### config.mk
export PLATFORM = sky130hd
export DESIGN_NAME = sprite_pair_serializer
export DESIGN_NICKNAME = d
export VERILOG_FILES = /design/src/rtl/sps_pkg.sv /design/src/rtl/sps_line_store.sv /design/src/rtl/sps_pair_select.sv /design/src/rtl/sps_pair_out.sv /design/src/rtl/sprite_pair_serializer.sv
export SDC_FILE = /design/constraint.sdc
export NUM_CORES = 1
export LEC_CHECK = 0
export BUFFER_PORTS_ARGS = -buffer_cell sky130_fd_sc_hd__buf_2
export CELL_PAD_IN_SITES_DETAIL_PLACEMENT = 1
export CELL_PAD_IN_SITES_GLOBAL_PLACEMENT = 1
export CORE_MARGIN = 3
export CORE_UTILIZATION = 40
export DETAILED_ROUTE_END_ITERATION = 16
export PLACE_DENSITY = 0.88
export SLEW_MARGIN = 0
export SYNTH_ARGS = -nofsm -noshare
export SYNTH_HDL_FRONTEND = slang
export SYNTH_SLANG_ARGS = --single-unit
export TNS_END_PERCENT = 10
### constraint.sdc
create_clock -name clk -period 4.7 [get_ports clk]
set_input_delay 1.175 -clock clk [delete_from_list [all_inputs] [get_ports clk]]
set_output_delay 1.175 -clock clk [all_outputs]
set_load 0.02 [all_outputs]
### src/rtl/sps_pkg.sv
package sps_pkg;

  // Position within the line of the pixel that lane `lane` carries at step `step`.
  function automatic int pixel_slot(input int step, input int lane, input logic rev,
                                    input int lanes, input int ppl);
    int fwd;
    fwd = step * lanes + lane;
    return rev ? (ppl - 1 - fwd) : fwd;
  endfunction

endpackage

### src/rtl/sps_line_store.sv
module sps_line_store #(
  parameter int WORD_W = 32,
  parameter int STEPS  = 4,
  parameter int STEP_W = 2
) (
  input  logic              clk,
  input  logic              rst,
  input  logic              load,
  input  logic [WORD_W-1:0] din,
  output logic [WORD_W-1:0] word_q,
  output logic [STEP_W-1:0] step_q,
  output logic              active_q
);

  localparam logic [STEP_W-1:0] LAST_STEP = STEP_W'(STEPS - 1);

  always_ff @(posedge clk) begin
    if (rst) begin
      word_q   <= '0;
      step_q   <= '0;
      active_q <= 1'b0;
    end else if (load) begin
      word_q   <= din;
      step_q   <= '0;
      active_q <= 1'b1;
    end else if (active_q) begin
      if (step_q == LAST_STEP) begin
        active_q <= 1'b0;
      end else begin
        step_q <= step_q + 1'b1;
      end
    end
  end

endmodule

### src/rtl/sps_pair_select.sv
module sps_pair_select #(
  parameter int PIX_BITS = 4,
  parameter int PPL      = 8,
  parameter int LANES    = 2,
  parameter int STEP_W   = 2
) (
  input  logic [PIX_BITS*PPL-1:0]   word,
  input  logic [STEP_W-1:0]         step,
  input  logic                      active,
  input  logic                      flip,
  input  logic                      swap,
  output logic [LANES*PIX_BITS-1:0] colors
);

  localparam int IDX_W = (PPL > 1) ? $clog2(PPL) : 1;

  logic [PIX_BITS-1:0] pix [PPL];
  logic [PIX_BITS-1:0] raw [LANES];

  // Bit-plane layout: plane j lives in slice j of the word, one bit per pixel.
  for (genvar k = 0; k < PPL; k++) begin : g_pix
    for (genvar j = 0; j < PIX_BITS; j++) begin : g_plane
      assign pix[k][j] = word[j*PPL + k];
    end
  end

  for (genvar l = 0; l < LANES; l++) begin : g_lane
    logic [IDX_W-1:0] idx;
    assign idx    = IDX_W'(sps_pkg::pixel_slot(int'(step), l, flip, LANES, PPL));
    assign raw[l] = active ? pix[idx] : '0;
  end

  for (genvar l = 0; l < LANES; l++) begin : g_route
    assign colors[l*PIX_BITS +: PIX_BITS] = swap ? raw[LANES-1-l] : raw[l];
  end

endmodule

### src/rtl/sps_pair_out.sv
module sps_pair_out #(
  parameter int PIX_BITS = 4,
  parameter int LANES    = 2
) (
  input  logic                      clk,
  input  logic                      rst,
  input  logic [LANES*PIX_BITS-1:0] colors,
  output logic [LANES*PIX_BITS-1:0] color_q,
  output logic [LANES-1:0]          opaque_q
);

  always_ff @(negedge clk) begin
    if (rst) begin
      color_q  <= '0;
      opaque_q <= '0;
    end else begin
      color_q <= colors;
      for (int l = 0; l < LANES; l++) begin
        opaque_q[l] <= |colors[l*PIX_BITS +: PIX_BITS];
      end
    end
  end

endmodule

### src/rtl/sprite_pair_serializer.sv
module sprite_pair_serializer #(
  parameter int PIX_BITS     = 4,
  parameter int PIX_PER_LINE = 8
) (
  input  logic                           clk,
  input  logic                           rst,
  input  logic                           load,
  input  logic [PIX_BITS*PIX_PER_LINE-1:0] din,
  input  logic                           flip,
  input  logic                           swap,
  output logic [PIX_BITS-1:0]            pix_a,
  output logic [PIX_BITS-1:0]            pix_b,
  output logic                           opaque_a,
  output logic                           opaque_b
);

  localparam int LANES  = 2;
  localparam int WORD_W = PIX_BITS * PIX_PER_LINE;
  localparam int STEPS  = PIX_PER_LINE / LANES;
  localparam int STEP_W = (STEPS > 1) ? $clog2(STEPS) : 1;

  logic [WORD_W-1:0]         word_q;
  logic [STEP_W-1:0]         step_q;
  logic                      active_q;
  logic [LANES*PIX_BITS-1:0] colors;
  logic [LANES*PIX_BITS-1:0] color_q;
  logic [LANES-1:0]          opaque_q;

  sps_line_store #(
    .WORD_W (WORD_W),
    .STEPS  (STEPS),
    .STEP_W (STEP_W)
  ) u_store (
    .clk      (clk),
    .rst      (rst),
    .load     (load),
    .din      (din),
    .word_q   (word_q),
    .step_q   (step_q),
    .active_q (active_q)
  );

  sps_pair_select #(
    .PIX_BITS (PIX_BITS),
    .PPL      (PIX_PER_LINE),
    .LANES    (LANES),
    .STEP_W   (STEP_W)
  ) u_select (
    .word   (word_q),
    .step   (step_q),
    .active (active_q),
    .flip   (flip),
    .swap   (swap),
    .colors (colors)
  );

  sps_pair_out #(
    .PIX_BITS (PIX_BITS),
    .LANES    (LANES)
  ) u_out (
    .clk      (clk),
    .rst      (rst),
    .colors   (colors),
    .color_q  (color_q),
    .opaque_q (opaque_q)
  );

  assign pix_a    = color_q[0 +: PIX_BITS];
  assign pix_b    = color_q[PIX_BITS +: PIX_BITS];
  assign opaque_a = opaque_q[0];
  assign opaque_b = opaque_q[1];

endmodule

==> summary.md <==
| Metric | Value |
|---|---|
| Outcome | `complete, no violations` |
| Vias in the first global route | `1984` |
| Simple-gate share of the synthesized area | `17.68%` |
| Switch Pwr | `0.0002557 W` |
| Post-route ant nets | `0` |
| Residual DRC | `0` |
| Final core occ | `49.59%` |
| TNS Setup | `0 ns` |
| Clock Sinks | `45` |
| Num CTS Buffers | `5` |
| Core Region | `5172 µm²` |
| Internal power | `0.0005847 W` |
| Clock root buffer master | `clkbuf_8` |
| # IOs | `47` |
| Synth Area in XOR/XNOR | `0.4032%` |
| Later-pin clock latency in the skew report | `0.38 ns` |
| Post-route insts no fill | `355` |
| LEAKAGE | `1.175 nW` |
| Max cap viols | `0` |
| R2R Path Start | `u_store.step_q[0]$_SDFFE_PP0P_` |
| DR iter-0 viols | `154` |
| Sequential cell area fraction in the yosys report | `41.47%` |
| Row cnt | `26` |
| Power per cell area | `327.6 nW/µm²` |
| Setup violators final | `0` |
| Most frequent cells in the layout | `buf_2 (46), dfxtp_1 (45), nor2_1 (43)` |
| Routed len/inst | `16.08 µm` |
| Critical Path RT | `2.58 ns` |
| Post-CTS Setup Repair Bufs | `0` |
| TritonRoute pass-1 iters | `4` |
| FF-to-FF setup slack | `0.57 ns` |
| Placer Congestion | `0.8116` |
| Most common cell after layout, fill and taps aside | `buf_2` |
| Mux cell area share after synthesis | `15.21%` |
| CTS tree | `done` |
| Layout area overhead | `18.09%` |
| Switching Fraction | `30.42%` |
| Die footprint | `6351 µm²` |
| Synthesized netlist cell count | `237` |
| Clock power share | `34.8%` |
| DP Cell Count | `338` |
| Fin. max-slew vios | `0` |
| Die Width | `79.69 µm` |
| Initial antenna violation count | `0` |
| Worst-margin pin slew | `1.005 ns` |
| CP Capture Type | `flop` |
| CP Class | `in2reg` |
| ANT cells | `0` |
| Synth Cell Area | `2172 µm²` |
| Total gr overflow | `0` |
| Synth Area in Adders | `0.5760%` |
| Clock slew at reported path FFs | `0.09 ns` |
| Detailed Place HPWL | `4125 µm` |
| Final Hold Viols | `0` |
| Post-route setup slack | `0.1243 ns` |
| Combinational share of power | `15.1%` |
| Reg power frac | `50.1%` |
| # fillers | `628` |
| Final WL | `5710 µm` |
| Number of port buffers | `46` |
| Worst rel slew slack | `33.02%` |
| Worst Hold Class | `reg2reg` |
| Synthesized area per cell | `9.165 µm²` |
| Die height | `79.69 µm` |
| Main combinational cell family by area after synthesis | `compound AO/OA/AOI/OAI gates` |
| Synth Area in Compound Gates | `19.12%` |
| Routed vias | `1918` |
| Fin nets | `322` |
| Total power | `0.0008404 W` |
| Post-Syn Nets | `275` |
| Critical Path Start | `flip` |
| Final Skew | `0.07262 ns` |
| Bufs on Longest Clock Path | `2` |
| Arrival time worst endpoint | `2.45 ns` |
| Largest net degree at the start of global routing | `36` |
| Min-delay src | `u_store.word_q[5]$_SDFFE_PP0P_` |
| CP max FO | `8` |
| Max rail drop VDD | `0.0001427 V` |
| RSZ-0062 raised after global routing | `false` |
| Total GRT Usage | `19.44%` |
| First-pass GRT wire length | `9591 µm` |
| Share of cells above drive strength 1 | `24.21%` |
| Warnings, synthesis | `0` |
| Dpl ws | `-0.6435 ns` |
| Initial core utilization | `41.99%` |
| H-tree Lvls | `2` |
| Flops & latches, synth | `45` |
| Crit path launch type | `input pin` |
| Library cells used by synthesis | `22` |
| Via/cell ratio | `5.403` |
-- worst max-delay path, stage by stage --
cell and delay (ns):
buf_2 0.11, buf_4 0.14, and2b_2 0.33, a22oi_1 0.11
o22ai_1 0.26, o22a_1 0.22, a41oi_2 0.10
-- kinds of logic (layout without fill, tap and decap cells) --
logic type               count (synthesis)  after routing
AO/OA/AOI/OAI                           50             50
XOR/XNOR                                 1              1
adder cells (fa/ha/maj)                  1              1
multiplexers                            33             33
AND/OR/NAND/NOR                         85             85
buffers and inverters                   22             70
flip-flops                              45             45
-- registers in the layout (all words and copies together) (netlist names) --
signal	cells
u_store.step_q	2
u_store.active_q	1
u_out.opaque_q	2
u_store.word_q	32
u_out.color_q	8
-- cell type report --
| type | count | area [µm²] | share of cell area (%) |
|---|---|---|---|
| clock buffer | 5 | 68.82 | 2.683 |
| clock inverter | 13 | 63.81 | 2.488 |
| multi-input combinational | 170 | 1169 | 45.56 |
| sequential | 45 | 900.9 | 35.12 |
| tap | 70 | 87.58 | 3.415 |
| timing repair buffer | 52 | 275.3 | 10.73 |
-- cells in the mapped netlist --
master | count | area [µm²]
a22o_1 | 16 | 140.1
nand2b_1 | 17 | 106.4
a22oi_1 | 16 | 120.1
and2b_1 | 1 | 7.510
ha_1 | 1 | 12.51
dfxtp_1 | 45 | 900.9
o22a_2 | 2 | 20.02
clkbuf_1 | 11 | 41.29
o22ai_1 | 8 | 50.05
nor2_1 | 43 | 161.4
xnor2_1 | 1 | 8.760
buf_2 | 6 | 30.03
mux2i_1 | 33 | 330.3
nor2b_1 | 3 | 18.77
nor3_1 | 2 | 10.01
o22a_1 | 6 | 52.55
inv_1 | 1 | 3.750
a41oi_2 | 2 | 32.53
and2b_4 | 1 | 10.01
nand2_1 | 17 | 63.81
buf_6 | 4 | 45.04
and2_1 | 1 | 6.260
-- worst paths after layout --
check,endpoint,depth (start not counted)
worst max-delay path,u_out.opaque_q[1]$_SDFF_NP0_,7
worst min-delay path,u_store.word_q[5]$_SDFFE_PP0P_,2
worst max register to register,u_out.opaque_q[1]$_SDFF_NP0_,6
worst min register to register,u_store.word_q[5]$_SDFFE_PP0P_,2
-- power by group through the flow --
stage,clock (W),sequential [W],combinational [W]
final,0.000292,0.000421,0.000127
after global routing,0.000322,0.000424,0.000142
after CTS,0.000301,0.000421,0.000127
after detailed placement,0.0000144,0.000429,0.000126
after global placement,0.0000144,0.000427,0.000120
after floorplan,0.0000144,0.000429,0.0000847
-- through the flow --
step,hold slack [ns],area (µm²)
2_1_floorplan,0.4839,2172
3_3_place_gp,0.5007,2419
3_5_place_dp,0.5201,2419
4_1_cts,0.5432,2552
5_1_grt,0.5694,2565
6_report,0.5348,2565
-- timing repair --
item,in CTS,in global routing
setup endpoints to repair,10,7
gates resized for setup,2,4
hold buffers,0,0
-- per-layer routing --
metal	part of all wire, %	global-route usage [%]	vias to the layer above
met2	49	31.97	49
met1	44	24.46	929
li1	-	-	930
met5	0	0	-
met4	2.1	7.904	0
met3	4.7	4.402	10
No activity file was read; power rests on OpenSTA's default activity.
